### src/rtl/lsu_pkg.sv
package lsu_pkg;

  localparam int unsigned LSU_DW    = 32;
  localparam int unsigned LSU_LANES = LSU_DW / 8;
  localparam int unsigned LSU_LW    = $clog2(LSU_LANES);

  localparam logic [1:0] SZ_BYTE = 2'b00;
  localparam logic [1:0] SZ_HALF = 2'b01;
  localparam logic [1:0] SZ_WORD = 2'b10;

  // Misaligned when the access does not fit its natural boundary.
  function automatic logic lsu_misaligned(input logic [1:0] size,
                                          input logic [LSU_LW-1:0] lo);
    case (size)
      SZ_BYTE: lsu_misaligned = 1'b0;
      SZ_HALF: lsu_misaligned = lo[0];
      default: lsu_misaligned = |lo;
    endcase
  endfunction

endpackage

### src/rtl/lsu_agen.sv
module lsu_agen #(
  parameter int unsigned AW = 32
) (
  input  logic [AW-1:0] base,
  input  logic [AW-1:0] offset,
  input  logic          up,
  input  logic          pre,
  output logic [AW-1:0] ea,
  output logic [AW-1:0] upd
);
  assign upd = up ? (base + offset) : (base - offset);
  assign ea  = pre ? upd : base;
endmodule

### src/rtl/lsu_lane_steer.sv
module lsu_lane_steer
  import lsu_pkg::*;
(
  input  logic [1:0]           size,
  input  logic [LSU_LW-1:0]    lo,
  input  logic [LSU_DW-1:0]    wdata,
  output logic [LSU_LANES-1:0] be,
  output logic [LSU_DW-1:0]    wrep
);
  for (genvar g = 0; g < LSU_LANES; g++) begin : g_lane
    localparam logic [LSU_LW-1:0] LN = LSU_LW'(g);
    logic       en;
    logic [7:0] dat;
    always_comb begin
      case (size)
        SZ_BYTE: begin
          en  = (lo == LN);
          dat = wdata[7:0];
        end
        SZ_HALF: begin
          en  = (lo[1] == LN[1]);
          dat = wdata[8*(g%2) +: 8];
        end
        default: begin
          en  = 1'b1;
          dat = wdata[8*g +: 8];
        end
      endcase
    end
    assign be[g]          = en;
    assign wrep[8*g +: 8] = dat;
  end
endmodule

### src/rtl/lsu_load_align.sv
module lsu_load_align
  import lsu_pkg::*;
(
  input  logic [1:0]        size,
  input  logic [LSU_LW-1:0] lo,
  input  logic              sgn,
  input  logic [LSU_DW-1:0] rdata,
  output logic [LSU_DW-1:0] value
);
  logic [LSU_DW-1:0] shifted;

  assign shifted = rdata >> {lo, 3'b000};

  always_comb begin
    case (size)
      SZ_BYTE: value = {{(LSU_DW-8){sgn & shifted[7]}},   shifted[7:0]};
      SZ_HALF: value = {{(LSU_DW-16){sgn & shifted[15]}}, shifted[15:0]};
      default: value = shifted;
    endcase
  end
endmodule

### src/rtl/lsu_xfer_unit.sv
module lsu_xfer_unit
  import lsu_pkg::*;
#(
  parameter int unsigned ADDR_W = 32
) (
  input  logic                 clk,
  input  logic                 rst_n,
  input  logic                 req_valid,
  output logic                 req_ready,
  input  logic                 req_is_load,
  input  logic [1:0]           req_size,
  input  logic                 req_signed,
  input  logic [ADDR_W-1:0]    req_base,
  input  logic [ADDR_W-1:0]    req_offset,
  input  logic                 req_up,
  input  logic                 req_pre,
  input  logic                 req_wb,
  input  logic                 req_cond_ok,
  input  logic [LSU_DW-1:0]    req_wdata,
  output logic                 mem_en,
  output logic                 mem_we,
  output logic [ADDR_W-1:0]    mem_addr,
  output logic [LSU_LANES-1:0] mem_be,
  output logic [LSU_DW-1:0]    mem_wdata,
  input  logic [LSU_DW-1:0]    mem_rdata,
  output logic                 done,
  output logic                 misalign,
  output logic                 ld_valid,
  output logic [LSU_DW-1:0]    rd_data,
  output logic                 wb_en,
  output logic [ADDR_W-1:0]    wb_data
);
  logic                 rdy_q;
  logic                 accept, bad, go;
  logic [ADDR_W-1:0]    ea, upd;
  logic [LSU_LANES-1:0] be_raw;
  logic [LSU_DW-1:0]    wrep;

  logic                 done_q, mis_q, ld_q, wb_q;
  logic [ADDR_W-1:0]    wbd_q;
  logic [1:0]           size_q;
  logic [LSU_LW-1:0]    lo_q;
  logic                 sgn_q;

  lsu_agen #(.AW(ADDR_W)) u_agen (
    .base   (req_base),
    .offset (req_offset),
    .up     (req_up),
    .pre    (req_pre),
    .ea     (ea),
    .upd    (upd)
  );

  lsu_lane_steer u_steer (
    .size  (req_size),
    .lo    (ea[LSU_LW-1:0]),
    .wdata (req_wdata),
    .be    (be_raw),
    .wrep  (wrep)
  );

  assign accept = req_valid & rdy_q;
  assign bad    = accept & req_cond_ok & lsu_misaligned(req_size, ea[LSU_LW-1:0]);
  assign go     = accept & req_cond_ok & ~bad;

  assign req_ready = rdy_q;
  assign mem_en    = go;
  assign mem_we    = go & ~req_is_load;
  assign mem_addr  = ea;
  assign mem_be    = go ? be_raw : '0;
  assign mem_wdata = wrep;

  always_ff @(posedge clk) begin
    if (!rst_n) begin
      rdy_q  <= 1'b0;
      done_q <= 1'b0;
      mis_q  <= 1'b0;
      ld_q   <= 1'b0;
      wb_q   <= 1'b0;
      wbd_q  <= '0;
      size_q <= SZ_WORD;
      lo_q   <= '0;
      sgn_q  <= 1'b0;
    end else begin
      rdy_q  <= 1'b1;
      done_q <= accept;
      mis_q  <= bad;
      ld_q   <= go & req_is_load;
      wb_q   <= go & (~req_pre | req_wb);
      if (accept) begin
        wbd_q  <= upd;
        size_q <= req_size;
        lo_q   <= ea[LSU_LW-1:0];
        sgn_q  <= req_signed;
      end
    end
  end

  lsu_load_align u_align (
    .size  (size_q),
    .lo    (lo_q),
    .sgn   (sgn_q),
    .rdata (mem_rdata),
    .value (rd_data)
  );

  assign done     = done_q;
  assign misalign = mis_q;
  assign ld_valid = ld_q;
  assign wb_en    = wb_q;
  assign wb_data  = wbd_q;
endmodule

### config.mk
export PLATFORM = sky130hd
export DESIGN_NAME = lsu_xfer_unit
export DESIGN_NICKNAME = d
export VERILOG_FILES = /design/src/rtl/lsu_pkg.sv /design/src/rtl/lsu_agen.sv /design/src/rtl/lsu_lane_steer.sv /design/src/rtl/lsu_load_align.sv /design/src/rtl/lsu_xfer_unit.sv
export SDC_FILE = /design/constraint.sdc
export NUM_CORES = 1
export LEC_CHECK = 0
export ABC_AREA = 0
export BUFFER_PORTS_ARGS = -buffer_cell sky130_fd_sc_hd__buf_4
export CORE_MARGIN = 4
export CORE_UTILIZATION = 44
export CTS_CLUSTER_DIAMETER = 50
export CTS_CLUSTER_SIZE = 24
export DETAILED_ROUTE_END_ITERATION = 7
export GPL_TIMING_DRIVEN = 1
export PLACE_DENSITY = 0.91
export RECOVER_POWER = 100
export SYNTH_ARGS = -nofsm -noshare
export SYNTH_HDL_FRONTEND = slang
export SYNTH_HIERARCHICAL = 1
export SYNTH_SLANG_ARGS = --single-unit
### constraint.sdc
create_clock -name clk -period 4.1 [get_ports clk]
set_input_delay 0.615 -clock clk [delete_from_list [all_inputs] [get_ports clk]]
set_output_delay 0.615 -clock clk [all_outputs]
set_load 0.05 [all_outputs]
==> Word-level counts from Yosys, hierarchy flattened <==
Index checks and enable logic that the tools add are counted.
{ "totals": {"out_inout_bits": 139, "input_bits": 139, "reg_bits": 42} }
{ "classes": {"reduce_logical": 5, "addsub": 2, "n_mux": 13, "bitwise_logic": 14, "eq_ne": 5, "n_shift": 1} }
{ "ops": {"columns": ["cell", "n"], "rows": [
  ["two-way mux 32 bit", 2],
  ["one-hot mux 32 bit (2 select lines)", 1],
  ["adder 32 bit", 1],
  [">> shifter 32 x 5 -> 32 bit", 1],
  ["subtractor 32 bit", 1],
  ["two-way mux 8 bit", 2],
  ["one-hot mux 8 bit (2 select lines)", 1],
  ["one-hot mux 1 bit (2 select lines)", 5],
  ["AND 1 bit", 9],
  ["== test 2 x 1 -> 1 bit, second input constant", 3],
  ["logical NOT 2 bit", 3],
  ["== test 2 bit, second input constant", 2],
  ["two-way mux 4 bit", 1],
  ["NOT 1 bit", 4],
  ["OR reduction 2 bit", 2],
  ["two-way mux 1 bit", 1],
  ["OR 1 bit", 1]
]} }

==> Logic depth before layout (Yosys ltp) <==
Gate-level depths: netlist of the first run.
{ "depth": {"word_depth": 9, "mapped_depth": 19} }

==> Hierarchy <==
Netlist of the first run, hierarchy kept.
{ "modules_own_cells": {"columns": ["mod", "instances", "cells_per_inst", "area_per_inst_um2", "seq_area_each_um2"], "rows": [
  ["lsu_agen", 1, 452, 3156.8, 0.0],
  ["lsu_xfer_unit", 1, 181, 1569.0, 840.8],
  ["lsu_load_align", 1, 106, 808.3, 0.0],
  ["lsu_lane_steer", 1, 64, 561.8, 0.0]
]} }

==> Worst setup path before layout of the first run <==
Ideal clock, no wire load.
{ "synth_timing": {"path_type": "input to output", "from": "in req_offset[15]", "to": "out mem_addr[28]", "n_path_buf": 1, "slack_ns": -1.007, "arrival_time_ns": 4.492, "t_required_ns": 3.485, "stages": 15, "path_cell_list": "or4_4 nor3_1 and3_1 nor2b_1 a21oi_1 xor2_1 ha_1 clkbuf_1 a21oi_1 o21bai_1 a21oi_1 o211ai_1 a21oi_1 a21oi_1 o31ai_1"} }
{ "synth_via": {"elab_chain_cells": 3, "elab_cells_between_ends": 4} }
{ "synth_rtl": {"columns": ["element", "line", "source"], "rows": [
  ["from (decl)", "lsu_xfer_unit.sv:14", "input logic [ADDR_W-1:0] req_offset,"],
  ["subtractor 32 bit / adder 32 bit (equally long branches)", "lsu_agen.sv:11", "assign upd = up ? (base + offset) : (base - offset);"],
  ["two-way mux 32 bit (*)", "lsu_agen.sv:11", null],
  ["two-way mux 32 bit (*)", "lsu_agen.sv:12", "assign ea = pre ? upd : base;"],
  ["to (decl)", "lsu_xfer_unit.sv:22", "output logic [ADDR_W-1:0] mem_addr,"]
]} }
Mark *: on every way between the ends. The rest lies on a longest branch, timed or not.

==> Worst setup path in the final report of the first run <==
{ "layout_timing": {"from": "in req_offset[0]", "to": "out mem_addr[23]"} }
Same word-level chain as after synthesis.

==> results of run 1 <==
## metrics by stage
stage	util	instances	cell area [µm²]
3_3_place_gp	0.685	1341	9190
4_1_cts	0.743	1374	9960
3_5_place_dp	0.685	1341	9190
6_report	0.773	1400	10400
5_1_grt	0.773	1400	10400
2_1_floorplan	-	803	6200
## synth_stat cells (15+ instances only)
library cell and n:
nand2_1 117, a21oi_1 67, nor2_1 50, dfxtp_1 42, a21boi_0 39, ha_1 39, xor2_1 38, mux2_2 36
mux2i_1 24, xnor2_1 19, a21o_1 17, inv_1 17, clkbuf_1 16, o21ai_0 16, nor2b_1 15
## cells in the final DEF, fill, tap and decap left out, drive strengths merged, types with 3 or more instances in the layout
| cell type | n |
|---|---|
| a211o | 4 |
| a211oi | 13 |
| a21boi | 45 |
| a21o | 17 |
| a21oi | 68 |
| a31o | 4 |
| a31oi | 13 |
| and2 | 13 |
| and3 | 12 |
| buf | 369 |
| clkbuf | 105 |
| clkinv | 3 |
| dfxtp | 42 |
| ha | 39 |
| inv | 17 |
| mux2 | 38 |
| mux2i | 25 |
| nand2 | 118 |
| nand2b | 6 |
| nand3 | 16 |
| nand4 | 6 |
| nor2 | 52 |
| nor2b | 15 |
| nor3 | 15 |
| nor4 | 6 |
| o2111ai | 5 |
| o211ai | 11 |
| o21ai | 29 |
| o21bai | 5 |
| o221ai | 4 |
| o22ai | 8 |
| o2bb2ai | 8 |
| or2 | 9 |
| or3 | 4 |
| or4 | 3 |
| xnor2 | 19 |
| xor2 | 38 |
## power by group
group / internal (mW) / switching [mW]
sequential: 0.442 / 0.0247
combinational: 1.04 / 1.58
clock: 0.226 / 0.174
total: 1.71 / 1.78
## logic make-up after synthesis
kind of cell | synth area share
adder cells (fa/ha/maj) | 0.0833
AO/OA/AOI/OAI | 0.288
flip-flops | 0.138
multiplexers | 0.113
buffers and inverters | 0.0706
AND/OR/NAND/NOR | 0.225
XOR/XNOR | 0.0819
## final cells by class
cell class / instances / area (µm²)
clock buffers: 6 / 129
clock inverters: 2 / 13.8
fillers: 888 / 3050
inverters: 18 / 72.6
multi-input cells: 688 / 5750
flip-flops and latches: 42 / 841
well taps: 176 / 220
repair buffers: 468 / 3330
## per-layer routing
layer,vias to the layer above,share of wire
met1,4042,0.36
met4,0,0.067
met2,752,0.47
met3,219,0.098
met5,-,0
li1,3727,-
## registers in the layout, summed over array words and instances (netlist names)
name and count:
done 1, ld_valid 1, lo_q 2, misalign 1, req_ready 1, sgn_q 1, size_q 2, wb_data 32
wb_en 1
## worst max-delay path, stage by stage
cell and delay (ns):
buf_8 0.10, inv_4 0.06, ha_4 0.15, nand2b_4 0.07, nor4_4 0.18, nor2b_4 0.30
buf_6 0.15, and2_4 0.18, nor2_4 0.06, xnor2_4 0.35, ha_4 0.29, a21oi_4 0.16
o21ai_1 0.09, a31oi_1 0.22, o211ai_1 0.18, a31oi_2 0.31, o21ai_1 0.18, a221o_2 0.38
buf_4 0.19
## path summary, 6_finish.rpt
| check | cells after the start | endpoint | slack, ns | from |
|---|---|---|---|---|
| worst min register to register | 2 | wb_data[18] | 0.46 | wb_data[18] |
| worst max register to register | 3 | lo_q[1] | 2.34 | lo_q[1] |
| worst max-delay path | 19 | mem_addr[23] | -0.73 | req_offset[0] |
| worst min-delay path | 2 | wb_data[18] | 0.46 | wb_data[18] |
## timing repair
action                                  in CTS  in global routing
endpoints found under the setup margin      22                 25
setup buffers                               27                 28
resized for setup                          103                115
pin swaps                                   52                 44
==> summary.txt, run 1 <==
Detailed routing
  – Vias per Instance: about 6.2
  – First-pass detailed-route iteration total: 7
  – DR WL/cell: 23.1 µm
  – Final WL: 32,400 µm
  – Via Count: 8,740
  – Routed Antenna Nets: 0
  – Drt drc: 0
  – DRT iter0 DRCs: 1,105

CTS
  – H-tree Lvls: 2
  – CTS Hold Buffers Added: 0
  – Clock transition at path regs: roughly 0.060 ns
  – Clk buf depth: 2
  – Clock latency on the worst-skew pair: 0.29 ns
  – Inserted Clock Buffers: 5
  – CTS Root Cell: clkbuf_16
  – # clock sinks: between 40 and 50
  – CTS tree: done

Yosys
  – Seq/Total Area, Yosys: 0.138
  – Syn Area/Cell: 7.59 µm²
  – Count of cell types in the netlist: 83
  – Synth area leader: dfxtp_1
  – Async S/R FF share, synth: 0
  – Ys Warns: 6
  – Cell count after synthesis: between 800 and 900
  – Top cells by area, synth: dfxtp_1 (14%), ha_1 (8.0%), nand2_1 (7.2%), mux2_2 (6.7%), a21oi_1 (5.5%)
  – Seq cells post-synth: between 40 and 50
  – Share of Yosys cell area claimed by the top area cell type: 0.138
  – Synth Flop Type: dfxtp_1
  – EDFF count, synth: 0
  – Syn nets: 982
  – Post-Syn Area: 0.00610 mm²

Floorplanning
  – Vert. Die Dim: roughly 130 µm
  – Die Area: between 0.015 and 0.02 mm²
  – Initial Util: 0.455
  – I/O pin cnt: about 280
  – Row count: between 40 and 50
  – Core Area: about 0.013 mm²
  – DIE WIDTH: roughly 130 µm

Global route
  – Initial antenna violation count: 0
  – GR Util met1: 0.402
  – Grt ovf: 0
  – Largest net degree at the start of global routing: between 40 and 50
  – Tot GR Track Use: 0.308
  – First-pass GRT wire length: roughly 41,000 µm
  – Met3 Track Usage GR: 0.0356
  – Met2 usage: 0.526
  – Vias in the first global route: around 7,800
  – Most Crowded Layer GR: met2

Timing
  – Final Hold Vio Count: 0
  – Highest clock rate: roughly 210 MHz
  – Worst setup margin: -0.732 ns
  – Setup_tns: -11.10 ns
  – Least-Margin Pin Slew: approximately 1.7 ns
  – Slew HR: -0.116
  – Part of the cycle the worst path needs: 1.18
  – # setup viols final: 28
  – Minimum clock period: around 4.8 ns
  – Max-slew violation count: 75
  – Unrepaired setup endpoints after global routing: true
  – Worst hold slack: between 0.4 and 0.5 ns
  – Skew final: about 0.016 ns

Place
  – Worst slack at placement: -0.617 ns
  – Final Wtd Congestion: around 0.98
  – IO Port Bufs: between 200 and 300
  – HPWL after detailed placement: between 15,000 and 20,000 µm

Pwr
  – Power per cell area: about 340 mW/mm²
  – Final Power: about 3.5 mW
  – Peak VDD IR: 250 µV
  – P_leak: between 4 and 5 nW

Cells and area
  – Synthesis-to-finish area growth: 69.8%
  – Layout cell share with drive strength beyond 1: 0.467
  – # diodes: 0
  – Final Net Count: around 1,400

Hold path
  – Hold Crit Class: flip-flop to flip-flop

Flow run
  – Max_cap viols: 2

Outcome
  – Failing checks: max-capacitance violations, max-slew violations, negative setup slack
  – Outcome: finished, violations left

Critical path
  – Crit Path Category: primary input to output pin
  – Worst Path Required: about 3.5 ns
  – Critical Path End Type: output pin
  – Startpoint types: primary input
  – Critical Path AT: between 4 and 5 ns
  – Worst Path Max Fanout: 3
Power figures use the tool's default switching activity.
==> inputs of run 2 (changes only) <==
PLACE_DENSITY = 0.83   (was 0.91)
==> run 2 against run 1 <==
Effect of this change:
- the flow still finishes with violations (max-capacitance violations, max-slew violations, negative setup slack)
- sequential power down 0.9%
- clock skew fell by 0.0079 ns
- first-iteration DRC count decreased by 21%
==> summary.txt, run 2 (synthesis gave the netlist of run 1 again) <==
Hold path
  – Hold Crit Class: flip-flop to flip-flop

Global route
  – Largest net degree at the start of global routing: 43
  – Tot GR Track Use: 0.303
  – First-pass GRT wire length: approximately 40,000 µm
  – Grt ovf: 0
  – Initial antenna violation count: 0
  – Vias in the first global route: about 7,500

Flow run
  – Max_cap viols: 2

Timing
  – Final Hold Vio Count: 0
  – Worst setup margin: -0.718 ns
  – Part of the cycle the worst path needs: 1.18
  – Unrepaired setup endpoints after global routing: true
  – Slew HR: -0.0548
  – Worst hold slack: about 0.46 ns
  – # setup viols final: 25
  – Skew final: around 0.0084 ns
  – Least-Margin Pin Slew: roughly 1.6 ns
  – Highest clock rate: slightly above 200 MHz
  – Max-slew violation count: 32
  – Minimum clock period: 4.82 ns

CTS
  – CTS tree: done
  – H-tree Lvls: 2
  – Clk buf depth: 2
  – Clock latency on the worst-skew pair: 0.29 ns
  – CTS Root Cell: clkbuf_16
  – Inserted Clock Buffers: 5
  – Clock transition at path regs: roughly 0.060 ns
  – # clock sinks: 42
  – CTS Hold Buffers Added: 0

Place
  – Placed cell count: ~1,300
  – Final Wtd Congestion: ~0.97
  – HPWL after detailed placement: approximately 19,000 µm
  – IO Port Bufs: approximately 280

Critical path
  – Crit Path Category: primary input to output pin
  – Worst Path Max Fanout: 4
  – Critical Path End Type: output pin
  – Startpoint types: primary input
  – Critical Path AT: 4.20 ns
  – R2R Setup Slk: 2.24 ns
  – Most used cell, CP: a21o_1
  – Worst Path Required: 3.48 ns
  – Largest stage delay, worst path: about 0.53 ns
  – Crit path cell chain: buf_6, or4_4, or3_4, buf_4, nor2_4, a21oi_2, xor2_2, ha_2, a21o_1, a21oi_1, o21ai_1, o211ai_1, o311a_1, a21o_1, a31o_4, buf_8
  – Crit-path slowest cell: or4_4

Cells and area
  – Final core occ: 0.777
  – Commonest non-fill, non-tap cells in the layout: buf_4 (329), nand2_1 (107), clkbuf_1 (87)
  – Finished Layout Cells: about 1,400
  – # diodes: 0
  – Synthesis-to-finish area growth: 70.8%
  – Max reg flops: 32
  – Commonest non-fill, non-tap cell in the layout: buf_4
  – Final Net Count: around 1,400
  – Layout cell share with drive strength beyond 1: 0.487

Detailed routing
  – Drt drc: 0
  – DR WL/cell: roughly 23 µm
  – DRT iter0 DRCs: around 870
  – First-pass detailed-route iteration total: 5
  – Via Count: approximately 8,600
  – Routed Antenna Nets: 0
  – Final WL: about 31,000 µm
  – Vias per Instance: 6.20

Floorplanning
  – Die Area: 0.0158 mm²
  – Row count: 42
  – Vert. Die Dim: 126 µm
  – Core Area: 0.0134 mm²
  – Initial Util: 0.455
  – I/O pin cnt: 278
  – DIE WIDTH: about 130 µm

Outcome
  – Outcome: finished, violations left
  – Failing checks: max-capacitance violations, max-slew violations, negative setup slack

Pwr
  – P_sw: 1.75 mW
  – Peak VDD IR: roughly 210 µV
  – Final Power: 3.46 mW
  – Pint: 1.70 mW
  – Power share of the combinational group: 0.747
  – Sw Ratio: 0.507
  – Power per cell area: 332 mW/mm²
  – Clock share of power: 0.119
  – Sequential power share: 0.134
  – P_leak: around 4.6 nW
-- run 2: changes by cell type in the layout (fill, tap and decap cells not counted), sizes merged --
cell,previous run,this run
clkbuf,105,97
clkinvlp,0,1
clkinv,3,1
inv,17,18
-- run 2: worst paths after layout --
| kind | end | from | depth (start not counted) |
|---|---|---|---|
| worst min register to register | wb_data[20] | wb_data[20] | 2 |
| worst min-delay path | wb_data[20] | wb_data[20] | 2 |
| worst max register to register | lo_q[0] | lo_q[0] | 3 |
| worst max-delay path | mem_addr[29] | req_offset[15] | 16 |
-- run 2: metrics by stage --
step                      worst slack [ns]  area, µm²  setup TNS, ns
after floorplan                     -0.241       6200          -1.05
after global placement              -0.536       9150          -6.51
after detailed placement            -0.617       9150          -7.81
after CTS                           -0.431      10100          -3.39
after global routing                -0.760      10400         -11.83
final                               -0.718      10400          -9.12
-- run 2: layout make-up --
| class | instances | area (µm²) |
|---|---|---|
| well taps | 176 | 220 |
| clock buffers | 6 | 139 |
| repair buffers | 460 | 3310 |
| inverters | 18 | 72.6 |
| fillers | 948 | 2990 |
| flip-flops and latches | 42 | 841 |
| clock inverters | 2 | 16.3 |
| multi-input cells | 688 | 5810 |
-- run 2: power by group through the flow --
stage / Sequential (mW) / Combinational (mW) / Clock [mW]
floorplan: 0.575 / 1.24 / 0
global placement: 0.471 / 2.10 / 0
detailed placement: 0.473 / 2.13 / 0
CTS: 0.464 / 2.32 / 0.419
global route: 0.468 / 2.67 / 0.435
finish: 0.463 / 2.58 / 0.410
-- run 2: layer usage --
layer,part of all wire,track usage
met5,0,0
met4,0.064,0.112
met3,0.092,0.0360
met2,0.49,0.531
met1,0.36,0.381
-- run 2: worst max-delay path, delay by kind of cell --
family | cells | cell delay, ns
buffers and inverters | 3 | 0.40
adder cells (fa/ha/maj) | 1 | 0.37
AO/OA/AOI/OAI | 8 | 1.55
AND/OR/NAND/NOR | 3 | 1.08
XOR/XNOR | 1 | 0.18
-- run 2: what timing repair did --
action | CTS | global route
pin swaps | 65 | 74
endpoints found under the setup margin | 19 | 22
buffers inserted | 28 | 28
gates resized for setup | 133 | 99
gates cloned | 0 | 0
endpoints found under the hold margin | 0 | 0
